## src/rtl/fifo_irq_pkg.sv

```systemverilog
package fifo_irq_pkg;

    localparam int FIFO_DEPTH = 64;
    localparam int DATA_W     = 8;
    localparam int LVL_W      = $clog2(FIFO_DEPTH) + 1;
    localparam int IRQ_W      = 10;
    localparam int TRAIL_W    = 4;
    localparam int REG_W      = 32;
    localparam int ADDR_W     = 3;

    typedef enum logic [ADDR_W-1:0] {
        REG_CTRL  = 3'd0,
        REG_TRAIL = 3'd1,
        REG_IEN   = 3'd2,
        REG_ISTAT = 3'd3,
        REG_FSTAT = 3'd4,
        REG_TXD   = 3'd5,
        REG_RXD   = 3'd6
    } reg_sel_e;

    // control field positions
    localparam int CF_RX_EN   = 0;
    localparam int CF_TX_EN   = 1;
    localparam int CF_RX_TRIG = 4;
    localparam int CF_TX_TRIG = 16;

    // interrupt bit positions (shared by status and enable)
    localparam int IB_TX_AE   = 0;
    localparam int IB_RX_AF   = 1;
    localparam int IB_TX_UR   = 2;
    localparam int IB_TX_OR   = 3;
    localparam int IB_RX_UR   = 4;
    localparam int IB_RX_OR   = 5;
    localparam int IB_TRAIL   = 6;
    localparam int IB_XFER    = 9;

    // queue status field positions
    localparam int FS_TX_LVL   = 0;
    localparam int FS_TX_FULL  = 7;
    localparam int FS_TX_EMPTY = 8;
    localparam int FS_RX_LVL   = 16;
    localparam int FS_RX_FULL  = 23;
    localparam int FS_RX_EMPTY = 24;

    typedef struct packed {
        logic             rx_en;
        logic             tx_en;
        logic [LVL_W-1:0] rx_trig;
        logic [LVL_W-1:0] tx_trig;
    } fifo_cfg_t;

    typedef struct packed {
        logic [LVL_W-1:0] level;
        logic             full;
        logic             empty;
    } fifo_view_t;

    function automatic logic [REG_W-1:0] pack_fstat(fifo_view_t tx, fifo_view_t rx);
        logic [REG_W-1:0] w;
        w = '0;
        w[FS_TX_LVL +: LVL_W] = tx.level;
        w[FS_TX_FULL]         = tx.full;
        w[FS_TX_EMPTY]        = tx.empty;
        w[FS_RX_LVL +: LVL_W] = rx.level;
        w[FS_RX_FULL]         = rx.full;
        w[FS_RX_EMPTY]        = rx.empty;
        return w;
    endfunction

endpackage

```

## src/rtl/byte_fifo.sv

```systemverilog
module byte_fifo #(
    parameter int DEPTH = 64,
    parameter int WIDTH = 8
) (
    input  logic                         clk,
    input  logic                         rst,
    input  logic                         flush,
    input  logic                         push,
    input  logic [WIDTH-1:0]             din,
    input  logic                         pop,
    output logic [WIDTH-1:0]             dout,
    output logic [$clog2(DEPTH):0]       level,
    output logic                         full,
    output logic                         empty
);
    localparam int PTR_W = $clog2(DEPTH);
    localparam int LVL_W = PTR_W + 1;

    logic [WIDTH-1:0] mem [DEPTH];
    logic [PTR_W-1:0] wr_ptr, rd_ptr;
    logic             do_push, do_pop;

    assign full    = (level == LVL_W'(DEPTH));
    assign empty   = (level == '0);
    assign do_push = push && !full && !flush;
    assign do_pop  = pop && !empty && !flush;
    assign dout    = mem[rd_ptr];

    function automatic logic [PTR_W-1:0] bump(logic [PTR_W-1:0] p);
        return (p == PTR_W'(DEPTH - 1)) ? '0 : p + 1'b1;
    endfunction

    always_ff @(posedge clk) begin
        if (do_push) mem[wr_ptr] <= din;
    end

    always_ff @(posedge clk) begin
        if (rst || flush) begin
            wr_ptr <= '0;
            rd_ptr <= '0;
            level  <= '0;
        end else begin
            if (do_push) wr_ptr <= bump(wr_ptr);
            if (do_pop)  rd_ptr <= bump(rd_ptr);
            case ({do_push, do_pop})
                2'b10:   level <= level + 1'b1;
                2'b01:   level <= level - 1'b1;
                default: level <= level;
            endcase
        end
    end

    AST_LEVEL_BOUND: assert property (@(posedge clk) disable iff (rst)
        level <= LVL_W'(DEPTH));

    AST_PUSH_GROWS: assert property (@(posedge clk) disable iff (rst)
        (push && !pop && !full && !flush) |=> (level == $past(level) + 1'b1));

endmodule

```

## src/rtl/trail_timer.sv

```systemverilog
module trail_timer #(
    parameter int CNT_W = 4
) (
    input  logic             clk,
    input  logic             rst,
    input  logic             restart,
    input  logic             armed,
    input  logic [CNT_W-1:0] limit,
    output logic             fire
);
    logic [CNT_W-1:0] cnt;

    always_ff @(posedge clk) begin
        if (rst || restart || !armed) cnt <= '0;
        else if (cnt != limit)        cnt <= cnt + 1'b1;
    end

    assign fire = armed && !restart && (cnt == limit);

    AST_TRAIL_RESTART: assert property (@(posedge clk) disable iff (rst)
        restart |=> (cnt == '0));

endmodule

```

## src/rtl/irq_status.sv

```systemverilog
module irq_status #(
    parameter int W = 10
) (
    input  logic         clk,
    input  logic         rst,
    input  logic [W-1:0] set,
    input  logic [W-1:0] clr,
    input  logic [W-1:0] ien,
    output logic [W-1:0] ist,
    output logic         irq
);
    always_ff @(posedge clk) begin
        if (rst) ist <= '0;
        else     ist <= (ist & ~clr) | set;
    end

    assign irq = |(ist & ien);

    AST_W1C_CLEARS: assert property (@(posedge clk) disable iff (rst)
        (|(clr & ~set)) |=> ((ist & $past(clr & ~set)) == '0));

    AST_SET_STICKS: assert property (@(posedge clk) disable iff (rst)
        (|set) |=> ((ist & $past(set)) == $past(set)));

endmodule

```

## src/rtl/fifo_irq_ctrl.sv

```systemverilog
module fifo_irq_ctrl
    import fifo_irq_pkg::*;
(
    input  logic              clk,
    input  logic              rst,
    input  logic [ADDR_W-1:0] reg_addr,
    input  logic              reg_wr,
    input  logic              reg_rd,
    input  logic [REG_W-1:0]  reg_wdata,
    output logic [REG_W-1:0]  reg_rdata,
    input  logic              tx_pop,
    output logic [DATA_W-1:0] tx_byte,
    output logic              tx_avail,
    input  logic              rx_push,
    input  logic [DATA_W-1:0] rx_byte,
    input  logic              xfer_evt,
    output logic              irq
);
    fifo_cfg_t          cfg;
    logic [TRAIL_W-1:0] trail_lim;
    logic [IRQ_W-1:0]   ien, ist, set_v, clr_v;
    fifo_view_t         txv, rxv;
    logic [DATA_W-1:0]  rx_head;
    logic               wr_ctrl, wr_trail, wr_ien, wr_ist, wr_txd, rd_rxd;
    logic               tx_push, rx_push_ok, trail_fire, trail_armed;
    logic               wdata_unused;

    assign wr_ctrl  = reg_wr && (reg_addr == REG_CTRL);
    assign wr_trail = reg_wr && (reg_addr == REG_TRAIL);
    assign wr_ien   = reg_wr && (reg_addr == REG_IEN);
    assign wr_ist   = reg_wr && (reg_addr == REG_ISTAT);
    assign wr_txd   = reg_wr && (reg_addr == REG_TXD);
    assign rd_rxd   = reg_rd && (reg_addr == REG_RXD);

    assign wdata_unused = ^{reg_wdata[REG_W-1:CF_TX_TRIG+LVL_W],
                            reg_wdata[CF_TX_TRIG-1:CF_RX_TRIG+LVL_W],
                            reg_wdata[CF_RX_TRIG-1:CF_TX_EN+1]};

    always_ff @(posedge clk) begin
        if (rst) begin
            cfg       <= '0;
            trail_lim <= '0;
            ien       <= '0;
        end else begin
            if (wr_ctrl) begin
                cfg.rx_en   <= reg_wdata[CF_RX_EN];
                cfg.tx_en   <= reg_wdata[CF_TX_EN];
                cfg.rx_trig <= reg_wdata[CF_RX_TRIG +: LVL_W];
                cfg.tx_trig <= reg_wdata[CF_TX_TRIG +: LVL_W];
            end
            if (wr_trail) trail_lim <= reg_wdata[TRAIL_W-1:0];
            if (wr_ien)   ien       <= reg_wdata[IRQ_W-1:0];
        end
    end

    assign tx_push    = wr_txd && cfg.tx_en;
    assign rx_push_ok = rx_push && cfg.rx_en;

    byte_fifo #(.DEPTH(FIFO_DEPTH), .WIDTH(DATA_W)) u_tx_fifo (
        .clk(clk), .rst(rst), .flush(!cfg.tx_en),
        .push(tx_push), .din(reg_wdata[DATA_W-1:0]),
        .pop(tx_pop), .dout(tx_byte),
        .level(txv.level), .full(txv.full), .empty(txv.empty)
    );

    byte_fifo #(.DEPTH(FIFO_DEPTH), .WIDTH(DATA_W)) u_rx_fifo (
        .clk(clk), .rst(rst), .flush(!cfg.rx_en),
        .push(rx_push_ok), .din(rx_byte),
        .pop(rd_rxd), .dout(rx_head),
        .level(rxv.level), .full(rxv.full), .empty(rxv.empty)
    );

    assign tx_avail    = !txv.empty;
    assign trail_armed = cfg.rx_en && !rxv.empty && (rxv.level < cfg.rx_trig);

    trail_timer #(.CNT_W(TRAIL_W)) u_trail (
        .clk(clk), .rst(rst), .restart(rx_push_ok), .armed(trail_armed),
        .limit(trail_lim), .fire(trail_fire)
    );

    always_comb begin
        set_v           = '0;
        set_v[IB_TX_AE] = cfg.tx_en && (txv.level <= cfg.tx_trig);
        set_v[IB_RX_AF] = cfg.rx_en && (rxv.level >= cfg.rx_trig);
        set_v[IB_TX_UR] = tx_pop && txv.empty;
        set_v[IB_TX_OR] = tx_push && txv.full;
        set_v[IB_RX_UR] = rd_rxd && rxv.empty;
        set_v[IB_RX_OR] = rx_push_ok && rxv.full;
        set_v[IB_TRAIL] = trail_fire;
        set_v[IB_XFER]  = xfer_evt;
    end

    assign clr_v = wr_ist ? reg_wdata[IRQ_W-1:0] : '0;

    irq_status #(.W(IRQ_W)) u_irq (
        .clk(clk), .rst(rst), .set(set_v), .clr(clr_v),
        .ien(ien), .ist(ist), .irq(irq)
    );

    always_comb begin
        reg_rdata = '0;
        case (reg_addr)
            REG_CTRL: begin
                reg_rdata[CF_RX_EN]             = cfg.rx_en;
                reg_rdata[CF_TX_EN]             = cfg.tx_en;
                reg_rdata[CF_RX_TRIG +: LVL_W]  = cfg.rx_trig;
                reg_rdata[CF_TX_TRIG +: LVL_W]  = cfg.tx_trig;
            end
            REG_TRAIL: reg_rdata[TRAIL_W-1:0] = trail_lim;
            REG_IEN:   reg_rdata[IRQ_W-1:0]   = ien;
            REG_ISTAT: reg_rdata[IRQ_W-1:0]   = ist;
            REG_FSTAT: reg_rdata              = pack_fstat(txv, rxv);
            REG_RXD:   reg_rdata[DATA_W-1:0]  = rxv.empty ? '0 : rx_head;
            default:   reg_rdata              = '0;
        endcase
    end

    AST_TX_OVR_FLAG: assert property (@(posedge clk) disable iff (rst)
        (wr_txd && cfg.tx_en && txv.full) |=> ist[IB_TX_OR]);

    AST_RX_UR_ZERO: assert property (@(posedge clk) disable iff (rst)
        (rd_rxd && rxv.empty) |-> (reg_rdata == '0));

    AST_RX_OVR_HOLDS: assert property (@(posedge clk) disable iff (rst)
        (rx_push_ok && rxv.full && !rd_rxd) |=> (rxv.level == LVL_W'(FIFO_DEPTH)));

endmodule

```

## config.mk

```make
export PLATFORM = sky130hd
export DESIGN_NAME = fifo_irq_ctrl
export DESIGN_NICKNAME = d
export VERILOG_FILES = /design/src/rtl/fifo_irq_pkg.sv /design/src/rtl/byte_fifo.sv /design/src/rtl/trail_timer.sv /design/src/rtl/irq_status.sv /design/src/rtl/fifo_irq_ctrl.sv
export SDC_FILE = /design/constraint.sdc
export NUM_CORES = 1
export LEC_CHECK = 0
export ABC_AREA = 1
export CAP_MARGIN = 20
export CORE_MARGIN = 1.5
export CORE_UTILIZATION = 40
export CTS_BUF_LIST = sky130_fd_sc_hd__clkbuf_8
export CTS_CLUSTER_DIAMETER = 100
export CTS_CLUSTER_SIZE = 16
export DETAILED_ROUTE_END_ITERATION = 7
export PLACE_DENSITY = 0.55
export SLEW_MARGIN = 20
export SYNTH_ARGS = -nofsm -noshare
export SYNTH_HDL_FRONTEND = slang
export SYNTH_SLANG_ARGS = --single-unit
```

## constraint.sdc

```tcl
create_clock -name clk -period 7.8 [get_ports clk]
set_clock_uncertainty 0.05 [all_clocks]
set_input_delay 1.56 -clock clk [delete_from_list [all_inputs] [get_ports clk]]
set_output_delay 1.56 -clock clk [all_outputs]
set_load 0.1 [all_outputs]
```

### After elaboration in Yosys (flattened, before gate mapping)

Memory sizes are Yosys's and may differ from the RTL's. A register that Yosys moved wholly into a read port is not among the register bits.
Index checks and enable logic that the tools add are counted.

| word-level totals | value |
|---|---|
| flip-flop bits (word level) | 82 |
| RAM bits | 1024 |
| output and inout port bits | 42 |
| logic and storage cells | 117 |
| memories | 2 |

Memory list:

| memory | words | width | rd ports | clocked after memory_dff | wr ports | RTL line | text |
|---|---|---|---|---|---|---|---|
| u_rx_fifo.mem | 64 | 8 | 1 | 1 | 1 | byte_fifo.sv:19 | `logic [WIDTH-1:0] mem [DEPTH];` |
| u_tx_fifo.mem | 64 | 8 | 1 | 1 | 1 | byte_fifo.sv:19 |  |

| operators by class | value |
|---|---|
| add/sub/neg operators | 9 |
| $lt $le $gt $ge | 3 |
| equal/unequal tests | 18 |
| multiplexer cells | 23 |
| bitwise gates (word level) | 4 |
| reduce and logical (&&, ||, !) cells | 44 |

Operators with widths:

| operator | number |
|---|---|
| $mux 6 | 8 |
| $pmux 7 s2 | 3 |
| $logic_and 1x1->1 | 26 |
| $add 6x1->6 const B | 4 |
| $eq 6x6->1 const B | 4 |
| $and 10x10->10 | 2 |
| $pmux 4 s5 | 1 |
| $add 7x1->7 const B | 2 |
| $eq 7x7->1 const B | 2 |
| $logic_not 7->1 | 2 |
| $sub 7x1->7 const B | 2 |
| $pmux 2 s6 | 1 |
| $mux 10 | 1 |
| $not 10->10 | 1 |
| $or 10x10->10 | 1 |
| $pmux 2 s5 | 1 |
| $reduce_or 10->1 | 1 |
| $eq 3x3->1 const B | 3 |
| $logic_not 1->1 | 8 |
| $mux 8 | 1 |
| $pmux 2 s4 | 1 |
| $ge 7x7->1 | 1 |
| $le 7x7->1 | 1 |
| $lt 7x7->1 | 1 |
| 12 further kinds | 23 |

### Depth between registers and ports, before layout

Gate-level depths: netlist of the first run.

| depth | value |
|---|---|
| depth in word-level cells | 7 |
| depth in mapped cells | 20 |
| mapped depth without buffers | 19 |

### Hierarchy

From an unflattened synthesis of the first run, not the netlist that was laid out.

| unflattened totals | value |
|---|---|
| cells, all modules | 4473 |
| area total of the unflattened synthesis | 47918.5 um2 |

By module, submodules not included:

| module | times used | cells an instance | area each (um2) |
|---|---|---|---|
| byte_fifo | 2 | 1994 | 22481.6 |
| fifo_irq_ctrl | 1 | 373 | 2205.9 |
| irq_status | 1 | 60 | 409.1 |
| trail_timer | 1 | 52 | 340.3 |

### Least setup slack after synthesis of the first run

Ideal clock, no wire load.

| timing path | value |
|---|---|
| path type | input to output |
| start point | in reg_addr[0] |
| end point | out reg_rdata[23] |
| arrival time | 4924 ps |
| data required time | 6190 ps |
| path slack | 1266 ps |
| stages | 4 |
| path buffers | 1 |
| cells stage by stage | nor2_1 > nand2_1 > clkbuf_1 > nor4_1 |

| on the way | value |
|---|---|
| cells in the longest elaborated chain, start to end | 2 |

Ends and longest elaborated chain:

| item | RTL line | text |
|---|---|---|
| start: declaration | fifo_irq_ctrl.sv:6 | `input logic [ADDR_W-1:0] reg_addr,` |
| $eq 3x3->1 | fifo_irq_ctrl.sv:102 | `case (reg_addr)` |
| $mux 2 | fifo_irq_ctrl.sv:102 |  |
| end: declaration | fifo_irq_ctrl.sv:10 | `output logic [REG_W-1:0] reg_rdata,` |

No other way between the ends.

==> summary.md, run 1 <==
| Metric | Value |
|---|---|
| Initial Utilization | `0.405` |
| H-tree levels | `3` |
| Syn avg cell area | `11.2 sq um` |
| Commonest non-fill, non-tap cell in the layout | `edfxtp_1` |
| Row count | `124` |
| Pin count of the biggest net entering global routing | `about 150` |
| Clk sinks | `1118` |
| Post-layout nets | `4185` |
| Hpwl dp | `65800 um` |
| IO Port Bufs | `65` |
| Clock-pin slew on the worst setup and hold paths | `between 0.1 and 0.15 ns` |
| Post-Syn Area | `about 46000 sq um` |
| Critical path class | `flop to primary output` |
| R2r setup slk | `roughly 4.3 ns` |
| Status | `finished, final reports clean` |
| Area grow syn2layout | `6.77%` |
| Sequential-to-total area share from yosys stat | `0.702` |
| R2R cell count | `8` |
| Critical path peak fanout | `between 80 and 90` |
| Critical R2R Capture | `u_rx_fifo.mem[48][4]` |
| Layout cells sized above 1 | `0.0474` |
| Post-cts resize count | `0` |
| Compound-Gate Fraction of Synth Area | `0.0656` |
| Hold-fix buffers, CTS | `0` |
| Slew Limit Fails | `0` |
| Max transition margin | `0.297` |
| Power per cell area | `approximately 190 nW/um^2` |
| Via/cell ratio | `5.30` |
| Post-synth top flop | `edfxtp_1` |
| DRC Markers | `0` |
| Grt ovf | `0` |
| Die ar. | `~120000 sq um` |
| Fill count | `~11000` |
| RSZ-0062 raised after global routing | `false` |
| First-pass GRT wire length | `about 180000 um` |
| Post-synth EDFFs | `1024` |
| Crit path DAT | `5.09 ns` |
| Asr flop ratio synth | `0` |
| Vias in the first global route | `about 28000` |
| Worst-Skew Late Latency | `around 0.74 ns` |
| Hold Startpoint | `u_irq.ist[8]` |
| Wire per inst | `about 21 um` |
| Max-Cap Viols | `0` |
| Flops & latches, synth | `between 1000 and 1500` |
| Final setup viols | `0` |
| DRT Pass-1 Iters | `6` |
| Max Fclk | `between 100 and 150 MHz` |
| Worst Setup Start Kind | `flop` |
| Vias | `between 30000 and 40000` |
| TritonCTS buffer count | `just under 80` |
| Gr usage total | `0.197` |
| Setup TNS | `0 ns` |
| DIE WIDTH | `roughly 340 um` |
| Setup bufs post-CTS | `0` |
| Post-synthesis xor/xnor area fraction | `0.00547` |
| Worst-margin pin slew | `~1.1 ns` |
| Mux cell area share after synthesis | `0.000242` |
| Final Hold Violating Endpoints | `0` |
| Setup crit end kind | `primary output` |
| CP endpoint | `tx_byte[3]` |
| CTS max path bufs | `3` |
| Final period utilization | `0.859` |
| Share of the synthesized area in the top cell type | `0.662` |
| Largest family of logic cells by synthesized area | `simple AND/OR/NAND/NOR gates` |
| Post-layout min period | `6.70 ns` |
| CTS tree | `built` |
| Pleak | `~17 nW` |
| Worst min-delay path class | `flop to flop` |
| Worst hold path depth | `2` |
| Cell taking the most area after synthesis | `edfxtp_1` |
| Worst reg2reg path startpoint | `u_rx_fifo.level[4]` |
| Synth warnings | `0` |
| Simple-gate portion of the synthesized area | `0.183` |
| Cell variety after synth | `47` |
| Synth Area in Adders | `0.00673` |
| IO Count | `92` |
| Core area | `115000 sq um` |
| Initial antenna violation count | `1` |
| Synth top area cells | `edfxtp_1 (66%), nand2_1 (8.2%), nand3_1 (6.1%)` |
| Cell chosen for the clock root | `clkbuf_8` |
| RePlAce Congestion | `0.828` |
| Worst-case hold slack | `about 0.44 ns` |
| Most frequent cells in the layout | `edfxtp_1 (1024), nand2_1 (1015), nand3_1 (562)` |
| Final WL | `~120000 um` |
| CP required | `just over 6 ns` |
| Cells after Synth | `just over 4000` |
| Initial DRC count | `approximately 2800` |
| Die height | `344 um` |
| Final antenna-violating net count | `0` |
| Maximum vdd drop | `0.000117 V` |
synthesized netlist by cell type (2+ instances only):
master and instances:
nand2_2 2, xnor2_1 15, a21oi_1 100, nand2_1 1015, xor2_1 14, nor2_8 2, buf_4 23, nand3_4 3
clkinv_1 5, buf_2 116, nand3b_1 2, nor3_1 9, nor2_1 395, buf_1 28, nand3_1 562, o21ai_0 195
a22o_1 2, inv_2 22, nor3b_1 4, inv_4 2, a221oi_1 7, o22ai_1 117, dfxtp_1 94, clkbuf_1 78
edfxtp_1 1024, nand4_1 14, ha_1 25, nor2_2 2, o21ai_1 123, inv_1 120, o211ai_1 4, a211oi_1 9
nand3_2 4
registers in the layout, summed over array words and instances, names as in the netlist, 7 cells and up, named ones only:
signal	flops
ien	10
cfg	16
u_rx_fifo.level	7
u_tx_fifo.mem	512
u_rx_fifo.mem	512
u_tx_fifo.level	7
u_irq.ist	10
worst min path at each step:
stage              endpoint  slack (ns)
4_1_cts        u_irq.ist[8]        0.43
5_1_grt        u_irq.ist[8]        0.47
6_report       u_irq.ist[8]        0.44
3_5_place_dp   u_irq.ist[8]        0.41
3_3_place_gp   u_irq.ist[8]        0.41
2_1_floorplan  u_irq.ist[7]        0.38
stage by stage:
step | util | worst slack, ns | cells | area (sq um) | power, mW
global placement | 0.420 | 1.79 | 5539 | 48300 | 6.88
detailed placement | 0.420 | 1.80 | 5539 | 48300 | 6.89
floorplan | - | 1.27 | 4162 | 46500 | 6.75
CTS | 0.432 | 1.02 | 5663 | 49600 | 9.67
finish | 0.432 | 1.10 | 5667 | 49600 | 9.58
global route | 0.432 | 0.800 | 5667 | 49600 | 9.86
layout make-up:
cell class	instances	area, sq um	area share
Tap cell	1512	1890	0.0381
Timing Repair Buffer	112	1010	0.0204
Multi-Input combinational cell	2650	12200	0.245
Clock inverter	42	170	0.00343
Clock buffer	82	1130	0.0227
Inverter	149	584	0.0118
Antenna cell	2	5.00	0.000101
Sequential cell	1118	32600	0.658
cells by family after synthesis:
group                    Yosys count
AO/OA/AOI/OAI                    563
flip-flops                      1118
AND/OR/NAND/NOR                 2020
buffers and inverters            394
multiplexers                       1
XOR/XNOR                          29
other                              1
adder cells (fa/ha/maj)           25
worst max-delay path, cell delays in order (launching register included):
cell             delay, ns
dfxtp_4               0.38
buf_4                 0.65
buf_4                 0.92
o21ai_0               0.22
o22ai_1               0.20
nand2_1               0.06
nand2_1               0.09
nand2_1               0.05
nand3_1               0.19
nand3_1               0.23
nand2_1               0.14
clkdlybuf4s50_1       1.14
per-layer routing:
layer | GRT usage | vias to the layer above | wire [um]
met5 | 0 | - | 0
met4 | 0.0450 | 0 | 2210
met3 | 0.0260 | 143 | 6920
met2 | 0.304 | 845 | 52700
met1 | 0.296 | 14600 | 55500
li1 | - | 14500 | -
where the power goes:
part	leakage, nW	switching (mW)	internal [mW]
clock	0.798	1.86	0.975
sequential	9.96	0.00476	6.53
combinational	6.20	0.179	0.0342
(Power assumes the default switching activity.)
==> run 2, diff against run 1 <==
Settings changed: PLACE_DENSITY 0.55 to 0.54.
Clock period 7.8 ns to 6.75 ns, I/O delays scaled along.
==> run 2 against run 1 <==
Cell area hardly changed; register-to-register slack worse by 1.0 ns; largest power group unchanged; setup slack gained 0.13 ns; non-clock buffer count is 2 lower; critical path depth grew 2; clock power increased by 16%; global-route usage grew 0.070 points; critical path type unchanged; utilization is essentially flat; critical endpoint is now reg_rdata[6]; sequential share of layout area grew 0.057 points; combinational power rose by 14%.
==> summary.md, run 2 (synthesized netlist as in run 1, its figures left out) <==
| Metric | Value |
|---|---|
| Worst-Skew Late Latency | `0.75 ns (about the same)` |
| CP Buf/Inv Count | `3 (unchanged)` |
| CTS tree | `built` |
| Most frequent cells in the layout | `edfxtp_1 (1024), nand2_1 (1015), nand3_1 (562)` |
| Wire per inst | `20.8 um (+0.60%)` |
| Final std cells w/o fill | `5674 (+0.12%)` |
| Worst path cell trace | `buf_12 -> buf_4 -> nand2_1 -> nand3_1 -> nand3_1 -> nand2_1 -> nand2_1 -> nand3_1 -> nand3_1 -> nand2_1 -> nand2_1 -> nand2_1 -> buf_4` |
| CP max-delay cell | `buf_4` |
| Cell chosen for the clock root | `clkbuf_8` |
| Maximum vdd drop | `0.000158 V (+35%)` |
| Clock Power Share | `0.297 (about the same)` |
| Crit path DAT | `4.12 ns (-0.97 ns)` |
| Layout cells sized above 1 | `0.0508 (+0.00332)` |
| Final period utilization | `0.817` |
| Cell mode on critical path | `nand2_1` |
| Initial DRC count | `2919 (+5.6%)` |
| Slew Limit Fails | `0 (unchanged)` |
| Final WL | `118000 um (+0.73%)` |
| Clk sinks | `1118 (unchanged)` |
| Setup crit end kind | `primary output` |
| CP required | `5.35 ns (-0.84 ns)` |
| Setup bufs post-CTS | `0 (unchanged)` |
| Max transition margin | `0.239 (-0.0587)` |
| Vias | `30200 (+0.54%)` |
| Sequential fraction of design power | `0.681 (about the same)` |
| Pint | `8.72 mW (+16%)` |
| Status | `finished, final reports clean` |
| First-pass GRT wire length | `178000 um (+0.21%)` |
| Hpwl dp | `66400 um (+0.85%)` |
| IO Port Bufs | `65 (unchanged)` |
| Final Hold Violating Endpoints | `0 (unchanged)` |
| Footprint of the multi-input gates | `12200 sq um (unchanged)` |
| Crit-path leading delay family | `buffers and inverters` |
| TritonCTS buffer count | `79 (unchanged)` |
| Combinational fraction of design power | `0.022 (about the same)` |
| DRT Pass-1 Iters | `7 (+1)` |
| Worst min-delay path class | `flop to flop` |
| Final antenna-violating net count | `0 (unchanged)` |
| Row count | `124 (unchanged)` |
| CTS max path bufs | `3 (unchanged)` |
| Critical path class | `flop to primary output` |
| Post-layout nets | `4183 (-0.048%)` |
| Gr usage total | `0.197 (+0.000704)` |
| H-tree levels | `3 (unchanged)` |
| Net Sw Frac | `0.213 (about the same)` |
| Power per cell area | `223 nW/um^2 (+16%)` |
| Clock-pin slew on the worst setup and hold paths | `0.12 ns (about the same)` |
| Area grow syn2layout | `6.68% (about the same)` |
| Die ar. | `118000 sq um (unchanged)` |
| Core area | `115000 sq um (unchanged)` |
| Max-Cap Viols | `0 (unchanged)` |
| Commonest non-fill, non-tap cell in the layout | `edfxtp_1` |
| Pleak | `17.0 nW (+0.19%)` |
| Final setup viols | `0 (unchanged)` |
| Pin count of the biggest net entering global routing | `179 (+20%)` |
| Post-layout min period | `5.52 ns` |
| Die height | `344 um (unchanged)` |
| DIE WIDTH | `344 um (unchanged)` |
| P_sw | `2.36 mW (+16%)` |
| Via/cell ratio | `5.32 (+0.42%)` |
| Leading registers by flop count | `u_rx_fifo.mem (512), u_tx_fifo.mem (512), cfg (16)` |
| Post-cts resize count | `0 (unchanged)` |
| Setup TNS | `0 ns (unchanged)` |
| IO Count | `92 (unchanged)` |
| Hold-fix buffers, CTS | `0 (unchanged)` |
| Initial Utilization | `0.405 (unchanged)` |
| Worst-margin pin slew | `1.14 ns (+0.0906 ns)` |
| DP Cell Count | `5538 (-0.018%)` |
| RSZ-0062 raised after global routing | `false` |
| Fill count | `10900 (+0.60%)` |
| Vias in the first global route | `28300 (-0.10%)` |
| Grt ovf | `0 (unchanged)` |
| Worst Setup Start Kind | `flop` |
| Max incr delay on CP | `0.87 ns (-0.27 ns)` |
| RePlAce Congestion | `0.826 (-0.16%)` |
| Critical path peak fanout | `172 (+100%)` |
| Initial antenna violation count | `2 (+1)` |
| Register area | `32600 sq um (unchanged)` |
| DRC Markers | `0 (unchanged)` |
| Max Fclk | `181 MHz` |
## run 2: worst paths after layout
| path | slack [ns] | depth (start not counted) | end | start |
|---|---|---|---|---|
| max | 1.23 | 13 | reg_rdata[6] | flop |
| min | 0.43 | 2 | u_irq.ist[8] | u_irq.ist[8] |
| max reg2reg | 3.31 | 8 | u_rx_fifo.mem[12][4] | u_rx_fifo.level[4] |
| min reg2reg | 0.43 | 2 | u_irq.ist[8] | u_irq.ist[8] |
## run 2: power groups by stage
stage | logic [mW] | clock network, mW | registers [mW]
finish | 0.243 | 3.29 | 7.55
global route | 0.264 | 3.60 | 7.55
CTS | 0.245 | 3.38 | 7.55
detailed placement | 0.244 | 0 | 7.71
global placement | 0.241 | 0 | 7.71
floorplan | 0.0945 | 0 | 7.71
## run 2: worst min-delay path: stages, from the launching register on
cell and delay, ns:
dfxtp_1 0.33, inv_1 0.07, a211oi_1 0.05
## run 2: stage by stage
| step | util | worst slack, ns | power (mW) | area (sq um) | hold WS (ns) |
|---|---|---|---|---|---|
| 2_1_floorplan | - | 0.636 | 7.80 | 46500 | 0.384 |
| 3_3_place_gp | 0.420 | 1.34 | 7.95 | 48200 | 0.406 |
| 3_5_place_dp | 0.420 | 1.36 | 7.95 | 48200 | 0.410 |
| 4_1_cts | 0.432 | 1.06 | 11.2 | 49500 | 0.430 |
| 5_1_grt | 0.432 | 0.790 | 11.4 | 49600 | 0.449 |
| 6_report | 0.432 | 1.23 | 11.1 | 49600 | 0.429 |
## run 2: cell type report
class,instances,area share
flip-flops and latches,1118,0.659
multi-input cells,2650,0.246
well taps,1512,0.0382
clock buffers,82,0.0228
repair buffers,110,0.0191
inverters,149,0.0117
clock inverters,48,0.00389
diodes,5,0.000252
## run 2: metal layers
| layer | wire length [um] | part of all wire | up-vias | GRT usage |
|---|---|---|---|---|
| met5 | 0 | 0 | - | 0 |
| met4 | 1670 | 0.014 | 0 | 0.0397 |
| met3 | 6630 | 0.056 | 122 | 0.0295 |
| met2 | 53600 | 0.45 | 756 | 0.304 |
| met1 | 56200 | 0.48 | 14900 | 0.297 |
| li1 | - | - | 14500 | - |
